`src/rtl/acc4_pkg.sv`:
```
package acc4_pkg;
  typedef enum logic [1:0] {
    OP_NOR = 2'b00,
    OP_ADD = 2'b01,
    OP_STO = 2'b10,
    OP_JCC = 2'b11
  } opcode_e;

  typedef enum logic [1:0] {
    ST_FETCH  = 2'b00,
    ST_DECODE = 2'b01,
    ST_OPER   = 2'b10,
    ST_EXEC   = 2'b11
  } phase_e;
endpackage

```
`src/rtl/acc4_seq.sv`:
```
module acc4_seq
  import acc4_pkg::*;
(
  input  logic   clk,
  input  logic   rst,
  output phase_e phase
);
  phase_e phase_q;

  always_ff @(posedge clk) begin
    if (rst) begin
      phase_q <= ST_FETCH;
    end else begin
      unique case (phase_q)
        ST_FETCH:  phase_q <= ST_DECODE;
        ST_DECODE: phase_q <= ST_OPER;
        ST_OPER:   phase_q <= ST_EXEC;
        default:   phase_q <= ST_FETCH;
      endcase
    end
  end

  assign phase = phase_q;
endmodule

```
`src/rtl/acc4_alu.sv`:
```
module acc4_alu
  import acc4_pkg::*;
#(
  parameter int DATA_W = 8
) (
  input  opcode_e           op,
  input  logic [DATA_W-1:0] acc,
  input  logic [DATA_W-1:0] operand,
  input  logic              carry_in,
  output logic [DATA_W-1:0] acc_next,
  output logic              carry_next
);
  logic [DATA_W:0] sum;

  assign sum = {1'b0, acc} + {1'b0, operand};

  always_comb begin
    acc_next   = acc;
    carry_next = carry_in;
    unique case (op)
      OP_NOR: acc_next = ~(acc | operand);
      OP_ADD: begin
        acc_next   = sum[DATA_W-1:0];
        carry_next = sum[DATA_W];
      end
      default: ;
    endcase
  end
endmodule

```
`src/rtl/acc4_branch.sv`:
```
module acc4_branch
  import acc4_pkg::*;
#(
  parameter int ADDR_W = 6
) (
  input  opcode_e           op,
  input  logic              carry,
  input  logic [ADDR_W-1:0] pc,
  input  logic [ADDR_W-1:0] target,
  output logic [ADDR_W-1:0] pc_next,
  output logic              taken
);
  assign taken   = (op == OP_JCC) && carry;
  assign pc_next = taken ? target : pc + 1'b1;
endmodule

```
`src/rtl/acc4_core.sv`:
```
module acc4_core
  import acc4_pkg::*;
#(
  parameter int ADDR_W = 6
) (
  input  logic                clk,
  input  logic                rst,
  input  logic [ADDR_W+1:0]   mem_rdata,
  output logic [ADDR_W-1:0]   mem_addr,
  output logic [ADDR_W+1:0]   mem_wdata,
  output logic                mem_we
);
  localparam int DATA_W = ADDR_W + 2;

  phase_e            phase_w;
  opcode_e           op_q;
  logic [ADDR_W-1:0] opnd_q;
  logic [ADDR_W-1:0] pc_q;
  logic [DATA_W-1:0] acc_q;
  logic              carry_q;
  logic [ADDR_W-1:0] addr_q;
  logic [DATA_W-1:0] wdata_q;
  logic              we_q;

  logic [DATA_W-1:0] alu_acc;
  logic              alu_carry;
  logic [ADDR_W-1:0] pc_next;
  logic              jump_taken;

  acc4_seq u_seq (
    .clk   (clk),
    .rst   (rst),
    .phase (phase_w)
  );

  acc4_alu #(.DATA_W(DATA_W)) u_alu (
    .op         (op_q),
    .acc        (acc_q),
    .operand    (mem_rdata),
    .carry_in   (carry_q),
    .acc_next   (alu_acc),
    .carry_next (alu_carry)
  );

  acc4_branch #(.ADDR_W(ADDR_W)) u_branch (
    .op      (op_q),
    .carry   (carry_q),
    .pc      (pc_q),
    .target  (opnd_q),
    .pc_next (pc_next),
    .taken   (jump_taken)
  );

  always_ff @(posedge clk) begin
    if (rst) begin
      pc_q    <= '0;
      acc_q   <= '0;
      carry_q <= 1'b0;
      op_q    <= OP_NOR;
      opnd_q  <= '0;
      addr_q  <= '0;
      wdata_q <= '0;
      we_q    <= 1'b0;
    end else begin
      unique case (phase_w)
        ST_FETCH: ;
        ST_DECODE: begin
          op_q   <= opcode_e'(mem_rdata[DATA_W-1 -: 2]);
          opnd_q <= mem_rdata[ADDR_W-1:0];
          addr_q <= mem_rdata[ADDR_W-1:0];
          if (opcode_e'(mem_rdata[DATA_W-1 -: 2]) == OP_STO) begin
            we_q    <= 1'b1;
            wdata_q <= acc_q;
          end
        end
        ST_OPER: we_q <= 1'b0;
        default: begin
          if (op_q == OP_NOR || op_q == OP_ADD) begin
            acc_q   <= alu_acc;
            carry_q <= alu_carry;
          end else if (op_q == OP_JCC) begin
            carry_q <= carry_q & ~jump_taken;
          end
          pc_q   <= pc_next;
          addr_q <= pc_next;
        end
      endcase
    end
  end

  assign mem_addr  = addr_q;
  assign mem_wdata = wdata_q;
  assign mem_we    = we_q;
endmodule

```
`config.mk`:
```
export PLATFORM = sky130hd
export DESIGN_NAME = acc4_core
export DESIGN_NICKNAME = d
export VERILOG_FILES = /design/src/rtl/acc4_pkg.sv /design/src/rtl/acc4_seq.sv /design/src/rtl/acc4_alu.sv /design/src/rtl/acc4_branch.sv /design/src/rtl/acc4_core.sv
export SDC_FILE = /design/constraint.sdc
export NUM_CORES = 1
export LEC_CHECK = 0
export BUFFER_PORTS_ARGS = -buffer_cell sky130_fd_sc_hd__buf_2
export CORE_ASPECT_RATIO = 0.5
export CORE_MARGIN = 2
export CORE_UTILIZATION = 52
export CTS_CLUSTER_DIAMETER = 40
export DETAILED_ROUTE_END_ITERATION = 10
export GPL_ROUTABILITY_DRIVEN = 0
export PLACE_DENSITY = 0.75
export RECOVER_POWER = 25
export SKIP_CTS_REPAIR_TIMING = 1
export SYNTH_ARGS = -nofsm -noshare
export SYNTH_HDL_FRONTEND = slang
export SYNTH_SLANG_ARGS = --single-unit
```
`constraint.sdc`:
```
create_clock -name clk -period 1.9 [get_ports clk]
set_input_delay 0.095 -clock clk [delete_from_list [all_inputs] [get_ports clk]]
set_output_delay 0.095 -clock clk [all_outputs]
set_load 0.005 [all_outputs]
```
==> out/metrics.yaml, run 1 <==
run_status:
  status: "complete, no violations"
timing:
  max_slew_margin_pct: 59.3
  period_share_pct: 97.4
  hold_ws_ps: 100
  rsz0062_at_grt: "yes"
  hold_violations: 0
  tightest_slew_ps: 595
  period_minus_slack_ps: 1850
  fin_skew_ps: 3.31
  drv_slew: 0
  setup_viol: 0
  fmax_mhz: 540
power_and_ir_drop:
  max-vdd-ir-drop_v: 0.000410
  leakage_nw: 1.03
  pwr_density_cell_mw_per_mm2: 1140
critical_path:
  required_ps: 2100
  endpoint_kind: "flip-flop"
  critPathKind: "reg -> reg"
  cp_max_fo: 4
  critPathArrivalTime_ps: 2050
  startpoint_type: "flip-flop"
  timing.reg2reg.setup_slack_ps: 50
finish:
  stdcell_count: 344
  seq_area_um2: 802
  diodes: 0
  area_growth_pct: 15.2
  multi_input_area_mm2: 0.00132
  nets: 322
  final_common_cell: "dfxtp_1"
  layout_common_cells: "dfxtp_1, nor2_1, nand2_1"
  final_util_pct: 63.7
  fillCellCount: 328
  drive_gt1_share_pct: 16.6
synth:
  postSynth.asyncResetShare_pct: 0
  ys_warn_count: 0
  yosysTopAreaCellShare_pct: 36.3
  yosys-top-cells-area: "dfxtp_1, ha_1, mux2i_1"
  syn-cell-area_mm2: 0.00220
  syn-num-nets: 291
  synth-seq-cells: 40
  synthCells: 259
  yosys.area.top_type: "dfxtp_1"
  synth-edff-count: 0
  yosysSeqAreaShare_pct: 36.3
  synth_cell_type_count: 42
  synth-main-ff-cell: "dfxtp_1"
  syn_area_per_cell_um2: 8.51
global_routing:
  gr-max-usage-layer: "met2"
  grt_use_met3_pct: 4.59
  use_met2_pct: 33.7
  grt_pass1_vias: 1697
  antenna_found_initial: 0
  grt_max_degree: 20
  grt-ovfl-total: 0
  use_met1_pct: 28.1
  grt_first_pass_wirelength_um: 7800
  grt.total_usage_pct: 21.2
floorplanning:
  pin_count: 25
  die_h_um: 50.0
  die-area_mm2: 0.00481
  core_area_mm2: 0.00398
  initial_core_util_pct: 55.3
  row_count: 16
  chipWidth_um: 96.1
place:
  dp_cells: 337
  hpwlAfterDp_um: 3400
  portBuffers: 24
drt:
  antenna_left: 0
  routedWlPerCell_um: 14.0
  viasPerCell: 5.30
  num_vias: 1824
  drtPass1Iterations: 4
  drtIter0Drc: 48
  wl_um: 4820
  drcViolationCount: 0
clock_tree:
  htreeDepth: 2
  insertion_delay_ps: 290
  cts_tree: "yes"
  clockBufferDepth: 2
  cts_inserted_buffers: 5
  cts_root_buf: "clkbuf_8"
  cts_sinks: 40
  clk_pin_slew_ps: 80
min_path:
  min_path_type: "in -> reg"
run:
  maxCapViolCount: 0
-- worst paths after layout --
check | cells past startpoint | end | from
worst max register to register | 7 | acc_q[7] | acc_q[4]
worst min-delay path | 3 | op_q[0] | mem_rdata[6]
worst min register to register | 2 | mem_wdata[2] | mem_wdata[2]
worst max-delay path | 7 | acc_q[7] | acc_q[4]
-- Yosys cell counts, types with 3 or more instances --
cell type / count
a31oi_1: 3
xnor2_1: 3
mux2i_1: 16
nand2b_1: 6
a211oi_1: 12
nand2_1: 31
xor2_1: 6
buf_2: 5
nand3_1: 3
dfxtp_1: 40
nor2_1: 33
inv_1: 21
o21ai_0: 4
a21oi_1: 19
ha_1: 21
-- routing by layer --
metal / routed length [um] / vias to the layer above / share of wire, %
li1: - / 940 / -
met1: 2350 / 851 / 49
met2: 2240 / 24 / 47
met3: 133 / 9 / 2.8
met4: 87 / 0 / 1.8
met5: 0 / - / 0
-- worst max-delay path: stages (launching register included) --
cell and delay [ps]:
dfxtp_1 380, inv_1 60, ha_1 350, nand2_1 90
o31ai_2 340, a31oi_1 150, xor2_1 150, a211oi_1 240
-- cell families after synthesis --
family	after synthesis	share of synthesized area (%)
and+or+nand+nor	85	17.2
AOI/OAI and AO/OA	55	16.7
DFF	40	36.3
buffers and inverters	32	6.08
adders and majority gates	22	12.8
muxes	16	7.27
xor gates and xnor gates	9	3.58
-- layout make-up --
type,instances,area share (%)
clock inverters,1,0.197
repair buffers,35,7.59
flip-flops and latches,40,31.6
well taps,54,2.66
inverters,21,3.10
multi-input cells,187,52.0
clock buffers,6,2.86
-- stage by stage --
stage	setup slack, ps	total power, mW	area [um2]	setup TNS [ps]
finish	49.0	2.89	2540	0
global route	-35.4	3.10	2540	-35.4
CTS	-56.4	2.85	2500	-121
detailed placement	-32.1	2.30	2420	-33.9
global placement	82.9	2.26	2420	0
floorplan	95.8	1.96	2200	0
-- power breakdown --
group	switching [mW]	internal (mW)
clock	0.299	0.250
combinational	0.678	0.522
sequential	0.125	1.02
-- sequential cells by signal, summed over array words and instances (netlist names) --
register / flops
op_q: 2
acc_q: 8
opnd_q: 6
mem_wdata: 8
u_seq.phase: 2
carry_q: 1
pc_q: 6
mem_addr: 6
mem_we: 1
(Power assumes the default switching activity.)
==> run 2: changes to the inputs <==
--- a/config.mk
+++ b/config.mk
@@ -7,7 +7,6 @@
 export LEC_CHECK = 0
 export BUFFER_PORTS_ARGS = -buffer_cell sky130_fd_sc_hd__buf_2
 export CORE_ASPECT_RATIO = 0.5
-export CORE_MARGIN = 2
 export CORE_UTILIZATION = 52
 export CTS_CLUSTER_DIAMETER = 40
 export DETAILED_ROUTE_END_ITERATION = 10
==> run 2 against run 1 <==
Compared with the run above: clock power rose by 11%; critical endpoint is now carry_q; worst setup slack worse by 15 ps; routed wire length up 2.4%; largest cell class unchanged; register-to-register slack barely moved; largest power group unchanged.
==> out/metrics.yaml, run 2 (synthesis results as in run 1) <==
drt:
  top_layer: "met4"
  wl_um: 4940  # +2.4%
  routedWlPerCell_um: 14.3  # +1.9%
  viasPerCell: 5.44  # +2.5%
  antenna_left: 0  # unchanged
  drtIter0Drc: 75  # +56%
  dr_wl_met2_um: 2330  # +3.7%
  dr_wl_met3_um: 178  # +34%
  drtPass1Iterations: 4  # unchanged
  num_vias: 1881  # +3.1%
  drcViolationCount: 0  # unchanged
  m1WireLength_um: 2380  # +1.1%
global_routing:
  antenna_found_initial: 0  # unchanged
  grt_pass1_vias: 1634  # -3.7%
  grt_max_degree: 22  # +10%
  grt.total_usage_pct: 22.4  # +1.2 points
  grt_first_pass_wirelength_um: 7470  # -4.2%
  grt-ovfl-total: 0  # unchanged
timing:
  fmax_mhz: 536  # -0.80%
  period_minus_slack_ps: 1870  # +14.8 ps
  hold_violations: 0  # unchanged
  fin_skew_ps: 8.89  # +5.59 ps
  tightest_slew_ps: 632  # +36.7 ps
  final.setup.worst_slack_ps: 34.1  # -14.8 ps
  period_share_pct: 98.2  # +0.78 points
  setup_viol: 0  # unchanged
  rsz0062_at_grt: "no"
  drv_slew: 0  # unchanged
  max_slew_margin_pct: 56.8  # -2.5 points
finish:
  layout_common_cells: "dfxtp_1, nor2_1, nand2_1"
  nets: 323  # +0.31%
  seq_area_um2: 805  # +0.31%
  drive_gt1_share_pct: 17.5  # +0.91 points
  area_growth_pct: 16.0
  diodes: 0  # unchanged
  fillCellCount: 332  # +1.2%
  final_common_cell: "dfxtp_1"
  final_util_pct: 64.2  # +0.44 points
  stdcell_count: 346  # +0.58%
  multi_input_area_mm2: 0.00131  # -0.57%
min_path:
  min_path_type: "in -> reg"
  hp-start: "mem_rdata[6]"
run:
  maxCapViolCount: 0  # unchanged
place:
  portBuffers: 24  # unchanged
  hpwlAfterDp_um: 3450  # +1.4%
  dp_cells: 337  # unchanged
  dp_worst_setup_slack_ps: -2.39  # +29.7 ps
power_and_ir_drop:
  p_sw_mw: 1.12  # +1.3%
  combPwrFrac_pct: 40.7  # -0.8 points
  max-vdd-ir-drop_v: 0.000436  # +6.4%
  pwr_density_cell_mw_per_mm2: 1160  # +1.5%
  power.internal_mw: 1.84  # +2.8%
  leakage_nw: 1.04  # +0.45%
  swShare_pct: 37.8  # -0.34 points
  power_mw: 2.95  # +2.2%
  seqPwrFrac_pct: 38.7  # -0.8 points
  p_clk_share_pct: 20.6  # +1.6 points
clock_tree:
  htreeDepth: 2  # unchanged
  clk_pin_slew_ps: 80  # about the same
  insertion_delay_ps: 290  # about the same
  cts_inserted_buffers: 5  # unchanged
  clockBufferDepth: 2  # unchanged
  cts_sinks: 40  # unchanged
  cts_root_buf: "clkbuf_8"
  cts_tree: "yes"
critical_path:
  cp_max_fo: 2  # -2
  required_ps: 2110  # about the same
  slowest_stage: "dfxtp_2"
  endpoint_kind: "flip-flop"
  startpoint: "acc_q[0]"
  critPathKind: "reg -> reg"
  critPathArrivalTime_ps: 2080  # +30 ps
  startpoint_type: "flip-flop"
  path_cells: "ha_4 -> inv_1 -> fa_2 -> nand2b_4 -> a211oi_2 -> o21a_1 -> o2111ai_1 -> a31oi_1"
  r2r_start: "acc_q[0]"
  cp_slowest_stage_delay_ps: 350  # -30 ps
floorplanning:
  die_h_um: 48.0  # -4.0%
  row_count: 16  # unchanged
  pin_count: 25  # unchanged
  core_area_mm2: 0.00398  # unchanged
  initial_core_util_pct: 55.3  # unchanged
  chipWidth_um: 94.1  # -2.1%
  die-area_mm2: 0.00452  # -6.0%
run_status:
  status: "complete, no violations"
## run 2: cell type report
type	count	area share [%]
clock inverter	1	0.294
inverter	21	3.08
clock buffer	7	3.38
sequential	40	31.5
tap	54	2.64
multi-input combinational	187	51.3
timing repair buffer	36	7.78
## run 2: routing by layer
metal / up-vias / track usage (%)
met3: 7 / 4.76
li1: 949 / -
met2: 42 / 40.6
met1: 883 / 27.8
met5: - / 0
met4: 0 / 7.08
## run 2: worst max-delay path: cells and delay by family, from the launching register on
family,cells,cell delay [ps]
AO/OA/AOI/OAI,4,750
adder cells (fa/ha/maj),2,470
flip-flops,1,350
AND/OR/NAND/NOR,1,160
buffers and inverters,1,50
## run 2: worst paths after layout
check,end,slack [ps],cells past startpoint
worst max-delay path,carry_q,30,8
worst min-delay path,op_q[0],110,3
worst max register to register,carry_q,30,8
worst min register to register,mem_wdata[2],450,2
## run 2: through the flow
stage               instance area, um2  TNS [ps]  hold slack, ps
finish                            2560         0             108
global route                      2560         0             123
CTS                               2510      -152            91.2
detailed placement                2420     -2.39             394
global placement                  2420         0             374
floorplan                         2200         0             242
## run 2: power by group through the flow
stage               Combinational (mW)  Sequential, mW  Clock, mW
floorplan                        0.826            1.14          0
global placement                  1.12            1.14          0
detailed placement                1.15            1.16          0
CTS                               1.17            1.14      0.606
global route                      1.34            1.16      0.649
finish                            1.20            1.14      0.609
